<file path="src/rtl/serial_rx_pkg.sv">
package serial_rx_pkg;

  typedef logic [1:0] if_mode_t;
  localparam if_mode_t MODE_SERIAL = 2'b00;

  // next value of the bit counter, wrapping after the last bit of a word
  function automatic int unsigned bump_count(int unsigned cur, int unsigned bits);
    return (cur + 1 == bits) ? 0 : cur + 1;
  endfunction

  // true when the current edge carries the final bit of a word
  function automatic logic last_bit(int unsigned cur, int unsigned bits);
    return (cur + 1 == bits);
  endfunction

  // register-select low marks an index, high marks data/command
  function automatic logic index_flag(logic rsel_level);
    return ~rsel_level;
  endfunction

  // the block listens only in serial mode with both selects asserted
  function automatic logic link_active(if_mode_t mode, logic cs_low, logic cs_high);
    return (mode == MODE_SERIAL) && !cs_low && cs_high;
  endfunction

endpackage

</file>
<file path="src/rtl/sync_bank.sv">
module sync_bank #(
  parameter int unsigned WIDTH = 8,
  parameter logic [WIDTH-1:0] RESET_VAL = '0
) (
  input  logic             clk,
  input  logic             rst_n,
  input  logic [WIDTH-1:0] async_i,
  output logic [WIDTH-1:0] sync_o
);

  for (genvar g = 0; g < WIDTH; g++) begin : g_bit
    logic meta_q;
    logic safe_q;
    always_ff @(posedge clk or negedge rst_n) begin
      if (!rst_n) begin
        meta_q <= RESET_VAL[g];
        safe_q <= RESET_VAL[g];
      end else begin
        meta_q <= async_i[g];
        safe_q <= meta_q;
      end
    end
    assign sync_o[g] = safe_q;
  end

endmodule

</file>
<file path="src/rtl/rise_detect.sv">
module rise_detect (
  input  logic clk,
  input  logic rst_n,
  input  logic level_i,
  output logic rise_o
);

  logic prev_q;

  always_ff @(posedge clk or negedge rst_n) begin
    if (!rst_n) prev_q <= 1'b0;
    else        prev_q <= level_i;
  end

  assign rise_o = level_i & ~prev_q;

  // support: a rise can never be reported on two adjacent cycles
  a_r3_rise_isolated: assert property (@(posedge clk) disable iff (!rst_n)
    rise_o |=> !rise_o);

endmodule

</file>
<file path="src/rtl/word_shifter.sv">
module word_shifter
  import serial_rx_pkg::*;
#(
  parameter int unsigned WORD_BITS = 8
) (
  input  logic                 clk,
  input  logic                 rst_n,
  input  logic                 active_i,
  input  logic                 init_i,
  input  logic                 rise_i,
  input  logic                 bit_i,
  output logic                 fire_o,
  output logic [WORD_BITS-1:0] word_o
);

  localparam int unsigned CNT_W = (WORD_BITS > 1) ? $clog2(WORD_BITS) : 1;

  logic [CNT_W-1:0]     cnt_q;
  logic [WORD_BITS-1:0] sh_q;
  logic                 take_bit;

  assign take_bit = active_i & ~init_i & rise_i;

  always_ff @(posedge clk or negedge rst_n) begin
    if (!rst_n) begin
      cnt_q <= '0;
      sh_q  <= '0;
    end else if (!active_i) begin
      cnt_q <= '0;
      sh_q  <= '0;
    end else if (init_i) begin
      cnt_q <= '0;
    end else if (rise_i) begin
      sh_q  <= {sh_q[WORD_BITS-2:0], bit_i};
      cnt_q <= CNT_W'(bump_count(int'(cnt_q), WORD_BITS));
    end
  end

  assign fire_o = take_bit & last_bit(int'(cnt_q), WORD_BITS);
  assign word_o = {sh_q[WORD_BITS-2:0], bit_i};

  // leaving the active state empties the shifter and its count
  a_r8_idle_clears: assert property (@(posedge clk) disable iff (!rst_n)
    !active_i |=> (cnt_q == '0) && (sh_q == '0));

  // initialization pins the count at zero
  a_r9_init_zeroes_count: assert property (@(posedge clk) disable iff (!rst_n)
    (active_i && init_i) |=> (cnt_q == '0));

  // a finished word leaves the counter at the first bit of the next
  a_r5_wrap_after_word: assert property (@(posedge clk) disable iff (!rst_n)
    fire_o |=> (cnt_q == '0));

endmodule

</file>
<file path="src/rtl/serial_word_rx.sv">
module serial_word_rx
  import serial_rx_pkg::*;
#(
  parameter int unsigned WORD_BITS = 8
) (
  input  logic                 clk,
  input  logic                 rst_n,
  input  logic [1:0]           mode_sel,
  input  logic                 sel_n,
  input  logic                 sel_p,
  input  logic                 sclk,
  input  logic                 sdata,
  input  logic                 rsel,
  input  logic                 disp_init_n,
  output logic [WORD_BITS-1:0] word_o,
  output logic                 is_index_o,
  output logic                 word_valid_o
);

  localparam int unsigned SYNC_W = 8;
  // bit order: init_n, mode[1:0], sel_p, sel_n, rsel, sdata, sclk
  localparam logic [SYNC_W-1:0] SYNC_RST = 8'b1000_1000;

  logic [SYNC_W-1:0] raw_in;
  logic [SYNC_W-1:0] syn;
  logic              sclk_s, sdata_s, rsel_s, sel_n_s, sel_p_s, init_n_s;
  if_mode_t          mode_s;
  logic              active, sclk_rise, fire;
  logic [WORD_BITS-1:0] word_next;

  assign raw_in = {disp_init_n, mode_sel, sel_p, sel_n, rsel, sdata, sclk};

  sync_bank #(.WIDTH(SYNC_W), .RESET_VAL(SYNC_RST)) u_sync (
    .clk     (clk),
    .rst_n   (rst_n),
    .async_i (raw_in),
    .sync_o  (syn)
  );

  assign sclk_s   = syn[0];
  assign sdata_s  = syn[1];
  assign rsel_s   = syn[2];
  assign sel_n_s  = syn[3];
  assign sel_p_s  = syn[4];
  assign mode_s   = syn[6:5];
  assign init_n_s = syn[7];

  assign active = link_active(mode_s, sel_n_s, sel_p_s);

  rise_detect u_rise (
    .clk     (clk),
    .rst_n   (rst_n),
    .level_i (sclk_s),
    .rise_o  (sclk_rise)
  );

  word_shifter #(.WORD_BITS(WORD_BITS)) u_shift (
    .clk      (clk),
    .rst_n    (rst_n),
    .active_i (active),
    .init_i   (~init_n_s),
    .rise_i   (sclk_rise),
    .bit_i    (sdata_s),
    .fire_o   (fire),
    .word_o   (word_next)
  );

  always_ff @(posedge clk or negedge rst_n) begin
    if (!rst_n) begin
      word_o       <= '0;
      is_index_o   <= 1'b0;
      word_valid_o <= 1'b0;
    end else begin
      word_valid_o <= fire;
      if (fire) begin
        word_o     <= word_next;
        is_index_o <= index_flag(rsel_s);
      end
    end
  end

  // each pulse lasts one cycle
  a_r3_single_pulse: assert property (@(posedge clk) disable iff (!rst_n)
    word_valid_o |=> !word_valid_o);

  // a pulse follows only a completed word
  a_r3_pulse_from_word: assert property (@(posedge clk) disable iff (!rst_n)
    word_valid_o |-> $past(fire));

  // the tag follows the select level seen with the final bit
  a_r4_tag_from_last_edge: assert property (@(posedge clk) disable iff (!rst_n)
    fire |=> (is_index_o == !$past(rsel_s)));

  // no word is delivered outside serial mode
  a_r6_serial_only: assert property (@(posedge clk) disable iff (!rst_n)
    word_valid_o |-> ($past(mode_s) == MODE_SERIAL));

  // no word is delivered unless both selects were asserted
  a_r7_both_selects: assert property (@(posedge clk) disable iff (!rst_n)
    word_valid_o |-> ($past(sel_p_s) && !$past(sel_n_s)));

  // outputs hold between pulses
  a_r10_hold_word: assert property (@(posedge clk) disable iff (!rst_n)
    !word_valid_o |-> ($stable(word_o) && $stable(is_index_o)));

endmodule

</file>
<file path="config.mk">
export PLATFORM = sky130hd
export DESIGN_NAME = serial_word_rx
export DESIGN_NICKNAME = d
export VERILOG_FILES = /design/src/rtl/serial_rx_pkg.sv /design/src/rtl/sync_bank.sv /design/src/rtl/rise_detect.sv /design/src/rtl/word_shifter.sv /design/src/rtl/serial_word_rx.sv
export SDC_FILE = /design/constraint.sdc
export NUM_CORES = 1
export LEC_CHECK = 0
export BUFFER_PORTS_ARGS = -buffer_cell sky130_fd_sc_hd__buf_2
export CAP_MARGIN = 40
export CORE_UTILIZATION = 58
export CTS_BUF_LIST = sky130_fd_sc_hd__clkbuf_8
export CTS_CLUSTER_SIZE = 24
export DETAILED_ROUTE_END_ITERATION = 8
export GPL_TIMING_DRIVEN = 1
export PLACE_DENSITY = 0.81
export SYNTH_ARGS = -nofsm -noshare
export SYNTH_HDL_FRONTEND = slang
export SYNTH_HIERARCHICAL = 1
export SYNTH_SLANG_ARGS = --single-unit
</file>
<file path="constraint.sdc">
create_clock -name clk -period 2.9 [get_ports clk]
set_clock_uncertainty 0.2 [all_clocks]
set_input_delay 0.145 -clock clk [delete_from_list [all_inputs] [get_ports clk]]
set_output_delay 0.145 -clock clk [all_outputs]
set_load 0.02 [all_outputs]
</file>
==> key figures, run 1 <==
Run status
  • Outcome: finished, final reports clean

Worst setup path
  • Critical path cell sequence: nor4b_1 > buf_4 > nand2b_1 > nor3_2 > buf_4 > mux2_4
  • Crit Path Class: register to register
  • Max stage delay on crit path: 0.37 ns
  • Crit path from: u_sync/g_bit[6].safe_q
  • Crit end category: register
  • Slowest library cell on the worst path: dfrtp_1
  • Critical path arrival: 1.91 ns
  • Critical Path Fanout Max: 10
  • Req. time, crit path: 2.87 ns
  • Flop2flop setup slack: 0.95 ns
  • Startpoint Class: register
  • Reg2reg start: u_sync/g_bit[6].safe_q
  • Top cell by count, worst path: buf_4

Clock network
  • # resized after CTS: 0
  • CTS tree: yes
  • H-Tree Depth: 2
  • Reg clk slew, reported paths: 0.07 ns
  • # Post-CTS Setup Buffers: 0
  • CTS Buf Count: 5
  • Clock Latency Late Sink: 0.28 ns
  • CTS Buffer Depth: 2
  • # clock sinks: 37
  • CTS root buf: clkbuf_8

STA
  • Slew HR: 49.8%
  • Endpoints failing hold: 0
  • Tcrit/Tclk final: 67.2%
  • Setup-failing EPs final: 0
  • Tmin final: 1.95 ns
  • Least-Margin Pin Slew: 0.754 ns
  • RSZ-0062 raised after global routing: no
  • Fin. max-slew vios: 0
  • Highest Clock Rate: 0.513 GHz
  • Hold slack: 0.148 ns
  • Final TNS setup: 0 ns

Cells and area
  • Final Instance Area: 1630 um^2
  • # nets final: 126
  • Finished Layout Cells: 144
  • Share of cells above drive strength 1: 37.1%
  • Core Util, Final: 73.0%
  • Antenna fix cells: 0
  • Area grow syn2layout: 18.2%
  • Fillers: 150

Logic synthesis
  • Yosys Warn Count: 6
  • Seq cells post-synth: 37
  • Yosys top cell area share: 59.9%
  • Post-synthesis cell area: 1380 um^2
  • Syn Inst Count: 89
  • Sequential cell area fraction in the yosys report: 67.5%
  • Syn nets: 100
  • Cell variety after synth: 21
  • Post-Syn Area per Cell: 15.5 um^2
  • Largest area contributor in the netlist: dfrtp_1
  • Synth top area cells: dfrtp_1, mux2_4, dfstp_2, mux2i_1, buf_4

Detailed routing
  • Residual DRC count: 0
  • Total Routed Length: 1810 um
  • WL/cell: 12.6 um
  • TritonRoute pass-1 iters: 4
  • Vias/cell: 4.72
  • Iter 0 DRT Violations: 4
  • Routed vias: 680
  • Post-route ant nets: 0

Floorplan
  • Starting Density: 61.7%
  • Core box area: 2230 um^2
  • Area of the die: 2580 um^2
  • Die Y: 50.8 um
  • FP Rows: 17
  • Number of I/O pins: 20
  • Die Wd: 50.8 um

Placement
  • IO buf count: 19
  • DP Area: 1440 um^2
  • # placed instances: 127
  • Placer Congestion: 0.706
  • Post-DP HPWL: 1230 um

Global route
  • Gr usage total: 17.8%
  • Grt total ovfl: 0
  • Vias in the first global route: 698
  • First-pass GRT wire length: 3020 um
  • Initial antenna violation count: 0
  • Largest net degree at the start of global routing: 38

Power
  • Leak: 0.777 nW
  • PwrDens: 580 nW/um^2
  • VDD IR max: 0.547 mV

Min path
  • Hold Startpoint: u_sync/g_bit[5].meta_q
  • Hold Path Class: register to register

Job
  • Maxcap violations: 0
## cells in the mapped netlist
cell type	n
xor2_1	1
dfstp_2	4
dfrtp_1	33
nor4b_1	1
nor2b_4	1
xnor2_1	1
mux2_4	8
nand4_1	1
buf_4	9
nand3_1	1
a21oi_1	1
nand2_1	2
ha_1	1
nor2b_1	7
and2b_1	1
nand2b_1	1
nor3_1	1
buf_6	2
nor2_1	2
inv_1	3
mux2i_1	8
## layout make-up
type / count / area (um^2) / area share (%)
timing repair buffer: 30 / 200 / 12.3
sequential: 37 / 931 / 57.1
clock inverter: 1 / 5.00 / 0.307
multi-input combinational: 38 / 352 / 21.6
tap: 28 / 35.0 / 2.15
inverter: 3 / 11.3 / 0.691
clock buffer: 7 / 96.3 / 5.91
## routing by layer
| layer | global-route usage (%) | share of wire [%] |
|---|---|---|
| met5 | 0 | 0 |
| met4 | 8.33 | 0.61 |
| met3 | 10.0 | 4.7 |
| met2 | 29.1 | 51 |
| met1 | 18.3 | 43 |
## layout by cell type (no fill, tap or decap)
cell type       n
a21oi_1         1
and2b_1         1
buf_2          19
buf_4           2
clkbuf_8        7
clkinv_2        1
dfrtp_1        33
dfstp_2         4
dlygate4sd3_1   9
ha_1            1
inv_1           3
mux2_4          8
mux2i_1         8
nand2_1         2
nand2b_1        1
nand3_1         1
nand4_1         1
nor2_1          2
nor2b_1         7
nor2b_4         1
nor3_2          1
nor4b_1         1
xnor2_1         1
xor2_1          1
## logic make-up after synthesis
| kind of cell | after synthesis | share of synthesized area [%] |
|---|---|---|
| compound gates | 1 | 0.363 |
| fa+ha+maj | 1 | 0.907 |
| simple gates | 18 | 8.08 |
| buf+inv | 14 | 7.35 |
| mux | 16 | 14.5 |
| flops | 37 | 67.5 |
| xor+xnor | 2 | 1.27 |
## per-stage QoR
stage | setup WS (ns) | power (mW)
global route | 0.798 | 0.988
global placement | 1.01 | 0.568
detailed placement | 0.962 | 0.570
floorplan | 0.599 | 0.561
finish | 0.952 | 0.946
CTS | 0.947 | 0.962
## registers in the layout, summed over array words and instances, names as in the netlist
register	flops
u_sync/g_bit.meta_q	8
u_sync/g_bit.safe_q	8
u_shift/sh_q	7
word_o	8
is_index_o	1
word_valid_o	1
u_shift/cnt_q	3
u_rise/prev_q	1
## critical path: cells and delay by family, from the launching register on
kind / cells / cell delay (ns)
AND/OR/NAND/NOR: 3 / 0.53
flip-flops: 1 / 0.37
buffers and inverters: 2 / 0.42
multiplexers: 1 / 0.31
## power by group
part           internal, mW  switching [mW]  total (mW)
clock network         0.214           0.163       0.377
registers             0.530         0.00416       0.535
logic                0.0175          0.0163      0.0338
total                 0.762           0.183       0.946
## final timing paths
| kind | endpoint | cells after the start |
|---|---|---|
| max | word_o[7] | 6 |
| min reg2reg | u_sync/g_bit[5].safe_q | 0 |
| max reg2reg | word_o[7] | 6 |
| min in group asynchronous | word_o[4] | 2 |
| max in group asynchronous | u_sync/g_bit[6].safe_q | 2 |
| min | u_sync/g_bit[5].safe_q | 0 |
## what timing repair did
item	4_1_cts	5_1_grt
hold buffers	9	0
setup endpoints to repair	0	0
endpoints found under the hold margin	41	0
Power figures use the tool's default switching activity.
==> inputs of run 2 (changes only) <==
--- a/config.mk
+++ b/config.mk
@@ -7,12 +7,12 @@
 export LEC_CHECK = 0
 export BUFFER_PORTS_ARGS = -buffer_cell sky130_fd_sc_hd__buf_2
 export CAP_MARGIN = 40
-export CORE_UTILIZATION = 58
+export CORE_UTILIZATION = 52
 export CTS_BUF_LIST = sky130_fd_sc_hd__clkbuf_8
 export CTS_CLUSTER_SIZE = 24
 export DETAILED_ROUTE_END_ITERATION = 8
 export GPL_TIMING_DRIVEN = 1
-export PLACE_DENSITY = 0.81
+export PLACE_DENSITY = 0.76
 export SYNTH_ARGS = -nofsm -noshare
 export SYNTH_HDL_FRONTEND = slang
 export SYNTH_HIERARCHICAL = 1
==> constraint.sdc (replaced) <==
create_clock -name clk -period 1.75 [get_ports clk]
set_clock_uncertainty 0.2 [all_clocks]
set_input_delay 0.0875 -clock clk [delete_from_list [all_inputs] [get_ports clk]]
set_output_delay 0.0875 -clock clk [all_outputs]
set_load 0.02 [all_outputs]
==> run 2 against run 1 <==
Sequential cell count did not move; via count rose by 1.8%; sequential power rose by 66%; critical path depth fell by 1; first-iteration DRC count rose by 50%; utilization fell by 6.5 points; die area rose by 11%; setup slack got worse by 0.93 ns; power rose by 60%; final area rose by 2.0%; register-to-register slack got worse by 0.93 ns; cell count rose by 3.5%.
==> key figures, run 2 (synthesis results as in run 1) <==
Worst setup path
  • Startpoint Class: register
  • Req. time, crit path: 1.72 ns
  • Crit path from: u_sync/g_bit[5].safe_q
  • Critical Path Fanout Max: 5
  • Crit Path Class: register to register
  • Critical path arrival: 1.69 ns
  • Slowest library cell on the worst path: dfrtp_1
  • Crit end category: register
  • Max stage delay on crit path: 0.39 ns
  • Critical path cell sequence: nor4b_4 > nand2b_1 > nor3_2 > buf_4 > mux2_4
  • Reg2reg start: u_sync/g_bit[5].safe_q

Floorplan
  • Die Y: 53.5 um
  • Die Wd: 53.5 um
  • FP Rows: 18
  • Core box area: 2500 um^2
  • Area of the die: 2860 um^2
  • Starting Density: 55.2%
  • Number of I/O pins: 20

Min path
  • Hold Startpoint: u_sync/g_bit[4].meta_q
  • Hold Path Class: register to register

Power
  • PwrDens: 911 nW/um^2
  • Power Total: 1.51 mW
  • Leak: 0.798 nW
  • VDD IR max: 0.770 mV

STA
  • Highest Clock Rate: 0.580 GHz
  • Setup-failing EPs final: 0
  • Slew HR: 71.4%
  • RSZ-0062 raised after global routing: yes
  • Final TNS setup: 0 ns
  • Fin. max-slew vios: 0
  • Least-Margin Pin Slew: 0.429 ns
  • Hold slack: 0.148 ns
  • Tmin final: 1.72 ns
  • Tcrit/Tclk final: 98.5%
  • Endpoints failing hold: 0
  • Fin worst setup slack: 0.0261 ns

Clock network
  • CTS tree: yes
  • Reg clk slew, reported paths: 0.07 ns
  • CTS Buffer Depth: 2
  • Clock Latency Late Sink: 0.28 ns
  • CTS root buf: clkbuf_8
  • # clock sinks: 37
  • H-Tree Depth: 2
  • CTS Buf Count: 5

Run status
  • Outcome: finished, final reports clean

Cells and area
  • Multi-input gate area: 367 um^2
  • # nets final: 130
  • Most common cell after layout, fill and taps aside: dfrtp_1
  • Most frequent cells in the layout: dfrtp_1, buf_2, dlygate4sd3_1, mux2_4, mux2i_1
  • Antenna fix cells: 0
  • Area grow syn2layout: 20.6%
  • Regs by FF count: u_sync/g_bit.meta_q (8), u_sync/g_bit.safe_q (8), word_o (8)
  • Fillers: 180
  • Share of cells above drive strength 1: 38.7%
  • Reg area: 931 um^2
  • Final Instance Area: 1660 um^2

Placement
  • IO buf count: 19
  • DP Area: 1480 um^2
  • Placer Congestion: 0.715
  • Place WS: 0.0153 ns

Job
  • Maxcap violations: 0

Global route
  • Largest net degree at the start of global routing: 38
  • Initial antenna violation count: 0
  • First-pass GRT wire length: 2990 um
  • Vias in the first global route: 695
  • Grt total ovfl: 0
  • Gr usage total: 16.0%

Detailed routing
  • Iter 0 DRT Violations: 6
  • WL/cell: 12.4 um
  • Vias/cell: 4.64
  • Routed vias: 692
  • Residual DRC count: 0
  • Post-route ant nets: 0
  • TritonRoute pass-1 iters: 4
  • Total Routed Length: 1850 um
==> run 2: routing by layer <==
layer / wire [um] / part of all wire, % / track usage, % / vias to the layer above
met5: 0 / 0 / 0 / -
met4: 40 / 2.2 / 10.5 / 0
met3: 74 / 4.0 / 6.03 / 7
met2: 851 / 46 / 25.0 / 22
met1: 886 / 48 / 18.0 / 325
li1: - / - / - / 338
==> run 2: worst paths after layout <==
path                                          endpoint  slack (ns)  cells past startpoint
max in group asynchronous       u_sync/g_bit[7].meta_q        0.84                      3
worst max-delay path                         word_o[2]        0.03                      5
worst min-delay path            u_sync/g_bit[4].safe_q        0.15                      0
worst min register to register  u_sync/g_bit[4].safe_q        0.15                      0
worst max register to register               word_o[2]        0.03                      5
min in group asynchronous                    word_o[3]        0.17                      3
==> run 2: what timing repair did <==
action / in CTS / in global routing
hold endpoints to repair: 45 / 0
setup endpoints to repair: 1 / 8
hold buffers: 9 / 0
resized for setup: 0 / 0
buffers inserted: 1 / 0
pin swaps: 0 / 0
==> run 2: final cells by class <==
type	count	share of cell area (%)
sequential	37	56.0
multi-input combinational	38	22.0
timing repair buffer	34	13.8
clock buffer	6	4.97
tap	30	2.26
inverter	3	0.677
clock inverter	1	0.226
==> run 2: critical path, delay by kind of cell (launching register included) <==
| kind | cells | cell delay, ns |
|---|---|---|
| buffers and inverters | 1 | 0.19 |
| muxes | 1 | 0.30 |
| and+or+nand+nor | 3 | 0.53 |
| DFF | 1 | 0.39 |
==> run 2: stage by stage <==
step,utilization [%],std cells
2_1_floorplan,-,89
3_3_place_gp,59.2,132
3_5_place_dp,59.2,132
4_1_cts,66.5,149
5_1_grt,66.5,149
6_report,66.5,149
==> run 2: report_power, final <==
part           leakage [nW]  switching (mW)  total, mW  internal, mW
combinational         0.276          0.0278     0.0601        0.0323
clock                0.0485           0.261      0.567         0.306
sequential            0.473         0.00851      0.888         0.879
